## src/rtl/line_sync_flywheel.sv

```systemverilog
module line_sync_flywheel #(
  parameter int NOM_PER    = 3178,
  parameter int MIN_PER    = 1563,
  parameter int MAX_PER    = 6250,
  parameter int TOL        = 16,
  parameter int STEPS      = 32,
  parameter int SAMPLE_DLY = 12,
  parameter int OUT_DLY    = 18,
  parameter int PULSE_W    = 300,
  parameter int COAST_LEN  = 30000
) (
  input  logic clk,
  input  logic rst_n,
  input  logic sync_in,
  input  logic csync_mode,
  output logic sync_out,
  output logic locked,
  output logic coasting,
  output logic miss
);

  localparam int PER_W  = $clog2(MAX_PER + 1) + 1;
  localparam int STEP_W = $clog2(STEPS);
  localparam int CNT_W  = $clog2(COAST_LEN + 1);
  localparam int WMAX   = (PULSE_W > MAX_PER / 2) ? PULSE_W : MAX_PER / 2;
  localparam int PC_W   = $clog2(WMAX + 1);

  typedef enum logic [1:0] {ST_ACQ, ST_TRACK, ST_COAST, ST_RELOCK} st_t;

  st_t               st;
  logic              s_q, s_q1;
  logic [PER_W-1:0]  pcnt, per_q, meas, diff;
  logic [PER_W:0]    acc, acc_n;
  logic [STEP_W-1:0] step;
  logic [1:0]        gcnt;
  logic [CNT_W-1:0]  ccnt;
  logic [OUT_DLY-1:0] ld, rd;
  logic [PC_W-1:0]   pc;
  logic              rise, legal, near, tick, le, align, chk, use_loc, trig, miss_q;

  assign rise  = s_q & ~s_q1;
  assign meas  = pcnt + 1'b1;
  assign legal = (meas >= PER_W'(MIN_PER)) && (meas <= PER_W'(MAX_PER));
  assign diff  = (meas > per_q) ? meas - per_q : per_q - meas;
  assign near  = legal && (diff <= PER_W'(TOL));

  assign acc_n = acc + (PER_W+1)'(STEPS);
  assign tick  = acc_n >= {1'b0, per_q};
  assign le    = tick && (step == STEP_W'(STEPS - 1));

  assign align = rise && ((st == ST_ACQ) || (st == ST_RELOCK) || ((st == ST_TRACK) && near));

  assign chk     = ld[SAMPLE_DLY-1];
  assign use_loc = (st == ST_COAST) || (st == ST_RELOCK);
  assign trig    = use_loc ? ld[OUT_DLY-1] : rd[OUT_DLY-1];

  always_ff @(posedge clk) begin
    if (!rst_n) begin
      s_q  <= 1'b0;
      s_q1 <= 1'b0;
      pcnt <= '1;
    end else begin
      s_q  <= sync_in;
      s_q1 <= s_q;
      if (rise)            pcnt <= '0;
      else if (pcnt != '1) pcnt <= pcnt + 1'b1;
    end
  end

  always_ff @(posedge clk) begin
    if (!rst_n) begin
      per_q <= PER_W'(NOM_PER);
      acc   <= '0;
      step  <= '0;
    end else begin
      if (align && legal) per_q <= meas;
      if (align) begin
        acc  <= '0;
        step <= '0;
      end else if (tick) begin
        acc  <= acc_n - {1'b0, per_q};
        step <= step + 1'b1;
      end else begin
        acc  <= acc_n;
      end
    end
  end

  always_ff @(posedge clk) begin
    if (!rst_n) begin
      ld <= '0;
      rd <= '0;
    end else begin
      ld <= {ld[OUT_DLY-2:0], le};
      rd <= {rd[OUT_DLY-2:0], rise};
    end
  end

  always_ff @(posedge clk) begin
    if (!rst_n) begin
      st     <= ST_ACQ;
      gcnt   <= '0;
      ccnt   <= '0;
      miss_q <= 1'b0;
    end else begin
      miss_q <= chk && !s_q && ((st == ST_TRACK) || (st == ST_COAST));
      case (st)
        ST_ACQ: if (rise) begin
          if (near) begin
            if (gcnt == 2'd3) begin
              st   <= ST_TRACK;
              gcnt <= '0;
            end else begin
              gcnt <= gcnt + 1'b1;
            end
          end else begin
            gcnt <= '0;
          end
        end
        ST_TRACK: if (chk && !s_q) begin
          st   <= ST_COAST;
          ccnt <= CNT_W'(COAST_LEN);
        end
        ST_COAST: begin
          if (chk && s_q)       st <= ST_TRACK;
          else if (ccnt == '0)  st <= ST_RELOCK;
          else                  ccnt <= ccnt - 1'b1;
        end
        default: if (rise) st <= ST_TRACK;
      endcase
    end
  end

  always_ff @(posedge clk) begin
    if (!rst_n)
      pc <= '0;
    else if (pc != '0)
      pc <= pc - 1'b1;
    else if (trig)
      pc <= (use_loc && csync_mode) ? PC_W'(per_q >> 1) : PC_W'(PULSE_W);
  end

  assign sync_out = (pc != '0);
  assign locked   = (st == ST_TRACK);
  assign coasting = (st == ST_COAST);
  assign miss     = miss_q;

endmodule

```

## config.mk

```make
export PLATFORM = sky130hd
export DESIGN_NAME = line_sync_flywheel
export DESIGN_NICKNAME = d
export VERILOG_FILES = /design/src/rtl/line_sync_flywheel.sv
export SDC_FILE = /design/constraint.sdc
export NUM_CORES = 1
export LEC_CHECK = 0
export ABC_AREA = 1
export BUFFER_PORTS_ARGS = -buffer_cell sky130_fd_sc_hd__buf_2
export CORE_MARGIN = 1
export CORE_UTILIZATION = 42
export DETAILED_ROUTE_END_ITERATION = 6
export GPL_TIMING_DRIVEN = 0
export PLACE_DENSITY = 0.56
export SLEW_MARGIN = 20
export SYNTH_ARGS = -nofsm -noshare
export SYNTH_HDL_FRONTEND = slang
export SYNTH_SLANG_ARGS = --single-unit
```

## constraint.sdc

```tcl
create_clock -name clk -period 3.49 [get_ports clk]
set_input_delay 0.349 -clock clk [delete_from_list [all_inputs] [get_ports clk]]
set_output_delay 0.349 -clock clk [all_outputs]
set_load 0.03 [all_outputs]
```

==> results.txt <==
Status: finished, violations left
Failing checks: negative setup slack
Most frequent cells in the layout: nand2_1, inv_1, dfxtp_1
Power per cell area: 698 mW/mm^2
First-pass GRT wire length: 32,700 um
Top cell type's share of synthesized area: 31.8%
CP required: 3780 ps
Clock network power share: 26.6%
Die Y-Extent: 135 um
1st-iter DRT viols: 518
Internal power: 0.00372 W
DR vias/cell: 5.05
Num rows: 48
Cell area after synthesis: 0.00744 mm^2
1st-pass router iterations: 5
Antenna Cells: 0
Post-synth EDFFs: 0
Filler cells: 1,699
Final setup violation count: 2
Placed Area: 0.00775 mm^2
Post-synth cell types: 48
Initial core utilization: 43.0%
Die Width: 135 um
Commonest non-fill, non-tap cell in the layout: nand2_1
Syn Area/Cell: 6.67 um^2
Sequential area share after synthesis: 31.8%
Worst-path clk slew: 60 ps
Largest net degree at the start of global routing: 17
Leakage: 4.65 nW
DP Worst Slack: -784 ps
DPL Wire Length: 14,900 um
Switching Share: 43.1%
Drt total wl: 20,600 um
Final core occ: 54.0%
Synth Register Bits: 118
Core ar.: 0.0173 mm^2
Most used DFF post-synth: dfxtp_1
Clock Sinks: 118
# DRC: 0
CP arrival: 3790 ps
Setup CP Type: register to register
Total of max-cap violations: 0
Vias in the first global route: 6,428
NetSw: 0.00281 W
TritonCTS Buffers: 17
Routed WL per cell: 14.5 um
CTS tree: built
Routed Antenna Nets: 0
Min Tclk post-route: 3500 ps
Clock skew: 14.5 ps
Min-Delay Path Class: input port to register
Slack of the critical path: -9.64 ps
Max Fclk: 286 MHz
NumNets Final: 1,245
Reg power frac: 25.5%
Via count: 7,186
Setup crit start kind: register
Part of the cycle the worst path needs: 100%
Maximum fanout along the worst path: 6
Syn nets: 1,175
Share of layout cells above drive strength 1: 20.3%
H-tree levels: 4
Tot GR Track Use: 23.2%
Die area: 0.0182 mm^2
Slew @ Worst Pin: 689 ps
Hold Violations, Final: 0
Clock tree buffer depth: 2
Asr flop ratio synth: 0%
RSZ-0062 raised after global routing: yes
Worst VDD drop: 0.000571 V
RePlAce Congestion: 0.856
Hold buffer count at CTS: 0
Cells after synthesis: 1,116
Synthesis Warnings: 0
Root buffer cell: clkbuf_16
Post-route design area: 0.00934 mm^2
Aggregate global routing overflow: 0
Latest clock arrival within the worst-skew pair: 430 ps
Comb pwr share: 47.9%
Power Total: 0.00652 W
Slew Viols, Final: 0
Initial antenna violation count: 0
Synth area leaders: dfxtp_1, nand2_1, ha_1, inv_1, a21oi_1
IO Count: 8
Relative slew margins: 53.6%
Synth area leader: dfxtp_1
IO Port Bufs: 7
Layout overhead on the synthesized area: 25.6%
CP Capture Type: register
-- what timing repair did --
item / CTS / global route
gates cloned: 3 / 1
endpoints found under the setup margin: 38 / 39
buffers inserted: 27 / 15
pin swaps: 29 / 47
gates resized for setup: 90 / 84
-- state kept, by name (all words and copies together) (netlist names) --
register and cells:
miss 1, s_q 1, ld 18, s_q1 1, per_q 14, pc 12, ccnt 15, acc 15
step 5, rd 18, st 2, gcnt 2, pcnt 14
-- worst max-delay path: stages, from the launching register on --
cell and delay [ps]:
dfxtp_2 400, nand2_1 130, nor3_2 250, nand2_2 110, xor2_2 180, inv_2 80, ha_4 270, a21oi_1 170
nand2_1 90, a21oi_2 150, nand2_4 120, nand2_8 130, nand2_4 60, nand3b_1 150, o21ai_1 100, nor2_1 100
nand2_1 100, nor2_4 130, nand3_4 100, nand2_4 110, nand3_4 110, buf_4 200, nand2_1 50, nand3_1 60
-- through the flow --
step	hold slack [ps]	setup TNS, ps	instances
after floorplan	390	0	1116
after global placement	392	-25940	1348
after detailed placement	396	-25180	1348
after CTS	95.2	0	1410
after global routing	112	-5670	1424
final	109	-9.68	1424
-- power groups by stage --
stage	Combinational [W]	Clock, W	Sequential, W
after detailed placement	0.00258	0	0.00168
final	0.00312	0.00174	0.00166
after floorplan	0.00201	0	0.00165
after global placement	0.00258	0	0.00168
after CTS	0.00287	0.00176	0.00166
after global routing	0.00352	0.00183	0.00169
-- synth_stat cells, types with 11 or more instances --
cell type,instances
nand2_1,300
inv_1,172
dfxtp_1,118
nor2_1,93
a21oi_1,80
nand3_1,60
ha_1,54
o21ai_0,37
xor2_1,25
nor3_1,23
nand4_1,19
or2_2,11
-- layer usage --
layer  track usage (%)  wire length, um  vias up
li1                  -                -     3718
met1              32.0            10000     3295
met2              36.3             9310      140
met3              4.62              847       33
met4              6.74              438        0
met5                 0                0        -
-- path summary, 6_finish.rpt --
kind | startpoint | to | slack (ps) | cells past startpoint
worst max-delay path | pcnt[9] | per_q[11] | -10 | 23
worst min-delay path | sync_in | s_q | 110 | 3
worst max register to register | pcnt[9] | per_q[11] | -10 | 23
worst min register to register | s_q1 | rd[0] | 410 | 1
-- area by class of cell --
cell class	instances	area [um^2]	share of cell area [%]
clock buffer	17	425	4.55
tap	225	282	3.01
sequential	118	2380	25.5
inverter	184	704	7.54
timing repair buffer	50	394	4.22
buffer	19	139	1.49
multi-input combinational	795	4850	51.9
clock inverter	15	154	1.65
timing repair inverter	1	6.26	0.0670
-- kinds of logic after synthesis --
family                     share of synthesized area, %
adders and majority gates                          9.35
AOI/OAI and AO/OA                                  11.7
and+or+nand+nor                                    32.3
DFF                                                31.8
xor gates and xnor gates                           4.12
buffers and inverters                              10.7
(Power assumes the default switching activity.)
